**config.mk**
```make
export PLATFORM = sky130hd
export DESIGN_NAME = ovf_count_window
export DESIGN_NICKNAME = d
export VERILOG_FILES = /design/src/rtl/ovc_pkg.sv /design/src/rtl/ovc_ctrl.sv /design/src/rtl/ovc_datapath.sv /design/src/rtl/ovf_count_window.sv
export SDC_FILE = /design/constraint.sdc
export NUM_CORES = 1
export LEC_CHECK = 0
export BUFFER_PORTS_ARGS = -buffer_cell sky130_fd_sc_hd__buf_4
export CORE_ASPECT_RATIO = 1.4
export CORE_MARGIN = 2
export CORE_UTILIZATION = 43
export DETAILED_ROUTE_END_ITERATION = 6
export GPL_ROUTABILITY_DRIVEN = 1
export PLACE_DENSITY = 0.6
export SETUP_SLACK_MARGIN = 0.05
export SLEW_MARGIN = 20
export SYNTH_ARGS = -nofsm -noshare
export SYNTH_HDL_FRONTEND = slang
export SYNTH_SLANG_ARGS = --single-unit
```
**constraint.sdc**
```tcl
create_clock -name clk -period 4.6 [get_ports clk]
set_input_delay 0.23 -clock clk [delete_from_list [all_inputs] [get_ports clk]]
set_output_delay 0.23 -clock clk [all_outputs]
set_load 0.03 [all_outputs]
```
**src/rtl/ovc_pkg.sv**
```systemverilog
package ovc_pkg;

  localparam int NUM_EV  = 3;
  localparam int EV_PER  = 0;
  localparam int EV_CMP1 = 1;
  localparam int EV_CMP2 = 2;
  localparam int NUM_CMP = 2;

  typedef enum logic [2:0] {
    SEL_LIVE   = 3'd0,
    SEL_CAPT   = 3'd1,
    SEL_PERIOD = 3'd2,
    SEL_CMP1   = 3'd3,
    SEL_CMP2   = 3'd4
  } winSel_e;

  typedef struct packed {
    logic               shadowWr;
    logic               commitCnt;
    logic               commitPer;
    logic [NUM_CMP-1:0] commitCmp;
    logic               latchHi;
  } ctrlStrobes_t;

endpackage

```
**src/rtl/ovc_ctrl.sv**
```systemverilog
module ovc_ctrl
  import ovc_pkg::*;
#(
  parameter int NUM_BYTES = 3,
  parameter int SEL_W     = 3,
  parameter int IDX_W     = 2
) (
  input  logic              clk,
  input  logic              rstN,
  input  logic [SEL_W-1:0]  winSel,
  input  logic [IDX_W-1:0]  byteIdx,
  input  logic              wrEn,
  input  logic              rdEn,
  input  logic [NUM_EV-1:0] evVec,
  input  logic              flagWrEn,
  input  logic [NUM_EV-1:0] flagWrData,
  input  logic [NUM_EV-1:0] irqMask,
  output ctrlStrobes_t      strobes,
  output logic [NUM_EV-1:0] flags,
  output logic [NUM_EV-1:0] irqReq
);

  localparam logic [IDX_W-1:0] HI_IDX = IDX_W'(NUM_BYTES - 1);

  logic              writable;
  logic              hiWrite;
  logic [NUM_EV-1:0] clrMask;
  logic [NUM_EV-1:0] flagsQ;

  always_comb begin
    writable = (winSel == SEL_LIVE) || (winSel == SEL_PERIOD) ||
               (winSel == SEL_CMP1) || (winSel == SEL_CMP2);
    hiWrite  = wrEn && writable && (byteIdx == HI_IDX);

    strobes.shadowWr     = wrEn && writable && (byteIdx < HI_IDX);
    strobes.commitCnt    = hiWrite && (winSel == SEL_LIVE);
    strobes.commitPer    = hiWrite && (winSel == SEL_PERIOD);
    strobes.commitCmp[0] = hiWrite && (winSel == SEL_CMP1);
    strobes.commitCmp[1] = hiWrite && (winSel == SEL_CMP2);
    strobes.latchHi      = rdEn && (winSel == SEL_LIVE) && (byteIdx == '0);
  end

  // A 0 in a written flag bit clears it; events override the clear.
  assign clrMask = flagWrEn ? ~flagWrData : '0;

  always_ff @(posedge clk) begin
    if (!rstN) flagsQ <= '0;
    else       flagsQ <= (flagsQ & ~clrMask) | evVec;
  end

  assign flags  = flagsQ;
  assign irqReq = flagsQ & irqMask;

  AST_FLAG_ON_EVENT: assert property (@(posedge clk) disable iff (!rstN)
    (|evVec) |=> ((flagsQ & $past(evVec)) == $past(evVec)));

  AST_FLAG_STICKY: assert property (@(posedge clk) disable iff (!rstN)
    !flagWrEn |=> ((flagsQ & $past(flagsQ)) == $past(flagsQ)));

endmodule

```
**src/rtl/ovc_datapath.sv**
```systemverilog
module ovc_datapath
  import ovc_pkg::*;
#(
  parameter int BYTE_W    = 8,
  parameter int NUM_BYTES = 3,
  parameter int SEL_W     = 3,
  parameter int IDX_W     = 2
) (
  input  logic              clk,
  input  logic              rstN,
  input  ctrlStrobes_t      strobes,
  input  logic [SEL_W-1:0]  winSel,
  input  logic [IDX_W-1:0]  byteIdx,
  input  logic [BYTE_W-1:0] wrData,
  input  logic              wrapStb,
  input  logic              captureStb,
  output logic [BYTE_W-1:0] rdData,
  output logic [NUM_EV-1:0] evVec
);

  localparam int CNT_W = BYTE_W * NUM_BYTES;
  localparam int HI_W  = CNT_W - BYTE_W;
  localparam int NSH   = NUM_BYTES - 1;

  logic [BYTE_W-1:0] shadowQ [NSH];
  logic [CNT_W-1:0]  commitVal;
  logic [CNT_W-1:0]  cntQ;
  logic [CNT_W-1:0]  perQ;
  logic [CNT_W-1:0]  capQ;
  logic [CNT_W-1:0]  cmpQ [NUM_CMP];
  logic [HI_W-1:0]   latchQ;
  logic [CNT_W-1:0]  nextCnt;
  logic              incEn;
  logic              evPer;
  logic [NUM_CMP-1:0] evCmp;
  logic [CNT_W-1:0]  winSrc;

  // Shadow bytes for the lower part of an atomic write
  for (genvar s = 0; s < NSH; s++) begin : g_shadow
    always_ff @(posedge clk) begin
      if (!rstN)
        shadowQ[s] <= '0;
      else if (strobes.shadowWr && (byteIdx == IDX_W'(s)))
        shadowQ[s] <= wrData;
    end
  end

  always_comb begin
    commitVal = '0;
    for (int b = 0; b < NSH; b++) commitVal[b*BYTE_W +: BYTE_W] = shadowQ[b];
    commitVal[CNT_W-1 -: BYTE_W] = wrData;
  end

  // Counter and event detection
  assign incEn   = wrapStb && !strobes.commitCnt;
  assign nextCnt = cntQ + CNT_W'(1);
  assign evPer   = incEn && (nextCnt == perQ);

  always_ff @(posedge clk) begin
    if (!rstN)                  cntQ <= '0;
    else if (strobes.commitCnt) cntQ <= commitVal;
    else if (evPer)             cntQ <= '0;
    else if (incEn)             cntQ <= nextCnt;
  end

  always_ff @(posedge clk) begin
    if (!rstN)                  perQ <= '0;
    else if (strobes.commitPer) perQ <= commitVal;
  end

  for (genvar c = 0; c < NUM_CMP; c++) begin : g_cmp
    always_ff @(posedge clk) begin
      if (!rstN)                     cmpQ[c] <= '0;
      else if (strobes.commitCmp[c]) cmpQ[c] <= commitVal;
    end
    assign evCmp[c] = incEn && (nextCnt == cmpQ[c]);
  end

  always_comb begin
    evVec          = '0;
    evVec[EV_PER]  = evPer;
    evVec[EV_CMP1] = evCmp[0];
    evVec[EV_CMP2] = evCmp[1];
  end

  // Capture and coherent-read latch
  always_ff @(posedge clk) begin
    if (!rstN)           capQ <= '0;
    else if (captureStb) capQ <= cntQ;
  end

  always_ff @(posedge clk) begin
    if (!rstN)                latchQ <= '0;
    else if (strobes.latchHi) latchQ <= cntQ[CNT_W-1:BYTE_W];
  end

  // Read window
  always_comb begin
    case (winSel)
      SEL_LIVE:   winSrc = {latchQ, cntQ[BYTE_W-1:0]};
      SEL_CAPT:   winSrc = capQ;
      SEL_PERIOD: winSrc = perQ;
      SEL_CMP1:   winSrc = cmpQ[0];
      SEL_CMP2:   winSrc = cmpQ[1];
      default:    winSrc = '0;
    endcase
    rdData = '0;
    for (int i = 0; i < NUM_BYTES; i++)
      if (byteIdx == IDX_W'(i)) rdData = winSrc[i*BYTE_W +: BYTE_W];
  end

  AST_PERIOD_CLEARS: assert property (@(posedge clk) disable iff (!rstN)
    evPer |=> (cntQ == '0));

  AST_CNT_HOLD: assert property (@(posedge clk) disable iff (!rstN)
    (!wrapStb && !strobes.commitCnt) |=> $stable(cntQ));

  AST_COMMIT_HIGH: assert property (@(posedge clk) disable iff (!rstN)
    strobes.commitCnt |=> (cntQ[CNT_W-1 -: BYTE_W] == $past(wrData)));

  AST_LATCH_UPPER: assert property (@(posedge clk) disable iff (!rstN)
    strobes.latchHi |=> (latchQ == $past(cntQ[CNT_W-1:BYTE_W])));

endmodule

```
**src/rtl/ovf_count_window.sv**
```systemverilog
module ovf_count_window
  import ovc_pkg::*;
#(
  parameter int BYTE_W    = 8,
  parameter int NUM_BYTES = 3,
  parameter int SEL_W     = 3,
  parameter int IDX_W     = 2
) (
  input  logic              clk,
  input  logic              rstN,
  input  logic              wrapStb,
  input  logic              captureStb,
  input  logic [SEL_W-1:0]  winSel,
  input  logic [IDX_W-1:0]  byteIdx,
  input  logic              wrEn,
  input  logic [BYTE_W-1:0] wrData,
  input  logic              rdEn,
  output logic [BYTE_W-1:0] rdData,
  input  logic              flagWrEn,
  input  logic [NUM_EV-1:0] flagWrData,
  input  logic [NUM_EV-1:0] irqMask,
  output logic [NUM_EV-1:0] flags,
  output logic [NUM_EV-1:0] irqReq
);

  ctrlStrobes_t      strobes;
  logic [NUM_EV-1:0] evVec;

  ovc_ctrl #(
    .NUM_BYTES(NUM_BYTES), .SEL_W(SEL_W), .IDX_W(IDX_W)
  ) u_ctrl (
    .clk(clk), .rstN(rstN), .winSel(winSel), .byteIdx(byteIdx),
    .wrEn(wrEn), .rdEn(rdEn), .evVec(evVec),
    .flagWrEn(flagWrEn), .flagWrData(flagWrData), .irqMask(irqMask),
    .strobes(strobes), .flags(flags), .irqReq(irqReq)
  );

  ovc_datapath #(
    .BYTE_W(BYTE_W), .NUM_BYTES(NUM_BYTES), .SEL_W(SEL_W), .IDX_W(IDX_W)
  ) u_dp (
    .clk(clk), .rstN(rstN), .strobes(strobes), .winSel(winSel),
    .byteIdx(byteIdx), .wrData(wrData), .wrapStb(wrapStb),
    .captureStb(captureStb), .rdData(rdData), .evVec(evVec)
  );

endmodule

```
After elaboration in Yosys (flattened, before gate mapping)
Memory sizes are Yosys's and may differ from the RTL's.
Cells that the tools add are included.
- $add $sub $neg: 1
- $lt $le $gt $ge: 1
- eq/ne operators: 9
- muxes and demuxes: 25
- bitwise gates (word level): 9
- reductions and logical operators: 22
- operator list (kind ; count):
    24-bit 2-to-1 mux ; 5
    24-bit one-hot mux with 5 select lines ; 1
    24-bit equality test ; 3
    8-bit 2-to-1 mux ; 5
    24-bit by 1-bit adder with 24-bit output, second input constant ; 1
    1-bit logical AND ; 15
    1-bit 2-to-1 mux ; 13
    3-bit bitwise AND ; 2
    3-bit by 2-bit equality test with 1-bit output, second input constant ; 2
    3-bit NOT ; 2
    1-bit bitwise OR ; 4
    3-bit by 1-bit equality test with 1-bit output, second input constant ; 1
    3-bit equality test, second input constant ; 1
    3-bit zero test ; 1
    1-bit logical OR ; 3
    3-bit 2-to-1 mux ; 1
    3-bit bitwise OR ; 1
    3-bit nonzero test ; 1
    2-bit by 1-bit equality test with 1-bit output, second input constant ; 1
    2-bit equality test, second input constant ; 1
    2-bit zero test ; 1
    2-bit < comparator, second input constant ; 1
    1-bit zero test ; 1
- register bits after elaboration: 91
- memory bits (writable): 64
- input bits: 26
- output and inout port bits: 14
- memories kept: 2
- memories (memory ; depth ; bits a word ; read ports ; clocked after memory_dff ; write ports ; line ; RTL):
    u_dp.cmpQ ; 2 ; 24 ; 2 ; 0 ; 2 ; ovc_datapath.sv:30 ; logic [CNT_W-1:0] cmpQ [NUM_CMP];
    u_dp.shadowQ ; 2 ; 8 ; 2 ; 0 ; 2 ; ovc_datapath.sv:25 ; logic [BYTE_W-1:0] shadowQ [NSH];

Longest topological paths before layout
- depth in word-level cells: 12
- mapped depth: 10
- mapped depth without buffers: 8

Cells and area by module
A second synthesis with hierarchy kept.
- cell total of the unflattened synthesis: 905
- area, all modules: 8779.7 um^2
- modules (own cells, without submodules) (module ; times used ; cells each ; area an instance (um^2) ; seq. area each (um^2)):
    ovc_datapath ; 1 ; 878 ; 8567.0 ; 3683.5
    ovc_ctrl ; 1 ; 27 ; 212.7 ; 60.1

Least setup slack after synthesis
Ideal clock, no wire load.
- kind: input to register
- from: input port winSel[0]
- to: memory u_dp.cmpQ[0][0] (netlist name), enable pin
- data arrival time: 2.961 ns
- data required time: 4.158 ns
- slack: 1.197 ns
- stages on the path: 4
- path buffers: 2
- path through: clkbuf_1 buf_1 nand2_1 o31ai_1
- RTL lines (what ; line ; RTL):
    from (decl) ; ovf_count_window.sv:13 ; input logic [SEL_W-1:0] winSel,
    to (decl) ; ovc_datapath.sv:30 ;

Worst setup path in the final report
- from: register u_dp.cntQ[0]
- to: register u_dp.cntQ[9]
- word-level cells in the longest chain between the ends: 5
- RTL lines (what ; line ; RTL):
    from (decl) ; ovc_datapath.sv:27 ; logic [CNT_W-1:0] cntQ;
    from (signal assigned) ; ovc_datapath.sv:61 ; else if (strobes.commitCnt) cntQ <= commitVal;
    from (signal assigned) ; ovc_datapath.sv:63 ; else if (incEn) cntQ <= nextCnt;
    24-bit by 1-bit adder with 24-bit output * ; ovc_datapath.sv:56 ; assign nextCnt = cntQ + CNT_W'(1);
    24-bit equality test ; ovc_datapath.sv:57 ; assign evPer = incEn && (nextCnt == perQ);
    1-bit logical AND ; ovc_datapath.sv:57 ;
    24-bit 2-to-1 mux ; ovc_datapath.sv:62 ; else if (evPer) cntQ <= '0;
    24-bit 2-to-1 mux ; ovc_datapath.sv:61 ;
Mark *: on every way between the ends. The rest lies on a longest branch, timed or not. The select of a mux whose other input is x is not followed.
A chain may end at the register's enable or synchronous reset.

==> results.md <==
Status:
- The run finished with clean final reports.

Clock network:
- The clock reaches the later pin of the worst-skew pair after 440 ps.
- The number of gates given a new drive strength after cts is 0.
- The clock net sink count is 155.
- After clock tree synthesis, the clock-pin slew on the worst setup and hold paths is 60 ps.
- The number of CTS-inserted buffers is 17.
- The number of post-CTS setup repair buffers is 0.
- In this run the clock root is driven by a clkbuf_16.
- In this run the number of H-tree levels came out at 4.
- TritonCTS built the clock tree.
- In this run, post-CTS hold repair placed 0 buffers.
- The maximum count of clock buffers along a single path is 2.

Finish:
- For this run, the share of the core covered by cells in the final layout is 48.6%.
- The repair_antennas step left the layout with diodes totalling 0.
- The fraction of layout cells with a size suffix above 1 is between 10 and 15%.
- After the last flow step, the layout net total stands at 956.
- The relative area change from synthesis to final layout is 11.1%.
- The final design instance area without fill is 9960 µm².

Routing:
- The via density per instance is approximately 6.1.
- The number of design-rule violations left by the first detailed-router iteration is 620.
- The total number of vias is approximately 7300.
- After detailed routing, the number of remaining DRC violations is 0.
- Dividing the detail-routed wire length by the instance count gives 25.1 µm.
- For this block, the routed nets add up to 30.1 mm of wire.
- The count of nets left with antenna violations once routing finished came out at 0.
- The first detailed-routing pass ran for 5 iterations.

Setup path:
- The required time at the worst-slack endpoint is 4890 ps.
- Counting both buffers and inverters, the worst setup path holds a total of 1.
- The capturing element type of the critical path is a flop.
- The largest delay contributor family on the critical path is simple AND/OR/NAND/NOR gates.
- The setup path with the least slack is of type reg2reg.
- On the worst path, the slowest cell contributes a delay of 690 ps.
- The depth of the worst register-to-register path is 9.
- The category of the worst setup path launch point is a flop.
- The cell at the slowest stage of the critical path is nor4_4.
- The data arrival at the endpoint of the critical path is 3980 ps.
- The critical path crosses 9 cells after its start point.
- The signal on the critical path passes through ha_1 > and3_1 > xnor2_1 > o21ai_0 > nor4_1 > nand4b_1 > nor4_4 > buf_4 > o32ai_1.
- Along the worst path, the maximum fanout reaches 11.

Timing:
- Clock skew on the completed layout was measured at slightly above 6 ps.
- The final-report max-slew violation count came to 0.
- The worst setup slack after layout is 909 ps.
- The worst path uses 80.2% of the clock period.
- The transition time at the pin with the least slew margin is 1110 ps.
- The aggregate negative setup slack is 0 ps.
- The headroom to the max-slew limit is 25.9%.
- Based on the critical path, the design can be clocked at up to 0.271 GHz.
- After layout, the minimum clock period comes to 3690 ps.
- Setup repair after global routing left no endpoint under its margin.
- The number of hold-slack violations in the final timing report was 0.
- The number of endpoints failing setup at the final stage is 0.

Placed design:
- The total placed instance area is 9380 µm².
- The weighted congestion at the end of routability-driven global placement is ~0.95.
- The count of input and output buffers is 39.
- Prior to clock tree synthesis, the placed netlist has a worst setup slack of 988 ps.
- The wire-length estimate of the detail-placed layout is 21.5 mm.

Yosys:
- After synthesis the cells add up to around 9000 µm².
- The commonest cells after synthesis are 92 x nand2_1, 91 x dfxtp_1, 85 x a21oi_1.
- Among all cell types in the netlist, the one instantiated most often is nand2_1.
- For this run, the leading register cell type out of synthesis is dfxtp_1.
- In this run the biggest area consumer among cell types represents between 20% and 30% of the synthesized area.
- The unique cell type count in the Yosys netlist is 66.
- Of all cell types, the one taking the most synthesized area is edfxtp_1.
- The number of warnings printed during yosys synthesis is 0.
- A synthesized cell averages 9.60 µm².
- The number of enable flip-flop cells after synthesis is 64.
- After synthesis, the cell types taking the most area are edfxtp_1 21%, dfxtp_1 20%, mux2i_1 5.5%.
- Counting flops with an async set or reset pin after synthesis yields a share of 0%.
- The count of state elements after synthesis is between 150 and 200.
- Sequential elements use 41.7% of the synthesized area.
- The synthesized netlist net count is just under 1000.
- The synthesized netlist cell count is 934.

Job:
- Max-cap violations in this run came to 0.

GRT:
- The initial antenna violation count came to 0.
- Global routing consumed, over all layers together, approximately 28% of the routing resources.
- The number of global-route vias before repair is around 7200.
- The total overflow left after global routing is 0.
- Entering global routing, the biggest net connects between 40 and 50 pins.
- The wire length of the first global-routing pass is 45.0 mm.

Die:
- The initialized floorplan defines 62 standard-cell rows.
- The height of the die is 175 µm.
- 40 I/O pins were placed.
- The die area is approximately 22000 µm².
- The horizontal die dimension is about 130 µm.
- The initial standard-cell utilization of the core is a little over two fifths.
- The core region is 20500 µm².

Power:
- The total leakage power is 3.38 nW.
- Across the VDD grid, the largest voltage drop is 0.000221 V.
- Dividing total power by cell area gives a power density of 316 nW/µm².

Min path:
- The worst min-delay path class is in2reg.
- The worst hold path was traced through 3 stages.
-- state kept, by name, summed over array words and instances (netlist names) --
signal and count:
u_dp.shadowQ 16, u_ctrl.flags 3, u_dp.perQ 24, u_dp.cntQ 24, u_dp.latchQ 16, u_dp.cmpQ 48
u_dp.capQ 24
-- worst paths after layout --
check | slack, ps | to | from
max | 910 | u_dp.cntQ[9] | u_dp.cntQ[0]
min | 40 | u_ctrl.flags[2] | flagWrData[2]
max reg2reg | 910 | u_dp.cntQ[9] | u_dp.cntQ[0]
min reg2reg | 450 | u_dp.latchQ[7] | u_dp.latchQ[7]
-- worst register-to-register path, delay by kind of cell, from the launching register on --
family / cells / cell delay [ps]
and+or+nand+nor: 4 / 1710
xor gates and xnor gates: 1 / 330
buffers and inverters: 1 / 320
AOI/OAI and AO/OA: 2 / 270
adders and majority gates: 1 / 340
DFF: 1 / 580
-- per-layer routing --
layer / GRT usage (%) / wire length [µm] / up-vias / part of all wire (%)
li1: - / - / 3374 / -
met1: 33.2 / 11900 / 3559 / 39
met2: 46.7 / 14800 / 303 / 49
met3: 4.81 / 1680 / 92 / 5.6
met4: 15.9 / 1760 / 0 / 5.8
met5: 0 / 0 / - / 0
-- stage by stage --
step           std cells  hold slack (ps)  power, mW
4_1_cts             1197             30.6       3.15
5_1_grt             1198             49.4       3.23
3_3_place_gp        1165              441       1.83
6_report            1198             39.5       3.15
2_1_floorplan        934              366       1.70
3_5_place_dp        1165              446       1.83
-- area by class of cell --
| type | instances | area, µm² |
|---|---|---|
| fill | 1949 | 10500 |
| multi-input combinational | 692 | 4880 |
| sequential | 155 | 3740 |
| timing repair buffer | 57 | 448 |
| clock buffer | 19 | 433 |
| tap | 256 | 320 |
| clock inverter | 13 | 119 |
| inverter | 6 | 23.8 |
-- power by group --
part	switching [mW]	total (mW)	internal (mW)	leakage, nW
clock	0.594	1.34	0.746	0.262
sequential	0.0455	1.51	1.46	1.38
combinational	0.192	0.295	0.103	1.74
total	0.832	3.15	2.31	3.38
-- cell families (layout without fill, tap and decap cells) --
logic type / after synthesis / in the layout / share of synthesized area [%]
buffers and inverters: 87 / 95 / 4.34
muxes: 63 / 63 / 8.48
adders and majority gates: 1 / 1 / 0.140
xor gates and xnor gates: 89 / 89 / 9.63
AOI/OAI and AO/OA: 187 / 187 / 14.2
DFF: 155 / 155 / 41.7
and+or+nand+nor: 352 / 352 / 21.5
-- cell usage in the layout (no fill, tap or decap), types with 12 or more instances in the layout --
cell / synthesis / layout
nor4_1: 15 / 14
nor3b_1: 22 / 22
a21oi_1: 85 / 85
xnor2_1: 48 / 48
mux2i_1: 49 / 49
clkbuf_16: 0 / 17
nor3_1: 17 / 15
dfxtp_1: 91 / 91
nor2_1: 53 / 52
nand4_1: 12 / 12
nand3_1: 17 / 17
nand2b_1: 15 / 15
o32ai_1: 15 / 15
edfxtp_1: 64 / 64
buf_4: 6 / 56
xor2_1: 35 / 35
nand2_1: 92 / 92
o21ai_0: 19 / 18
and2_1: 70 / 70
No activity file was read; power rests on OpenSTA's default activity.
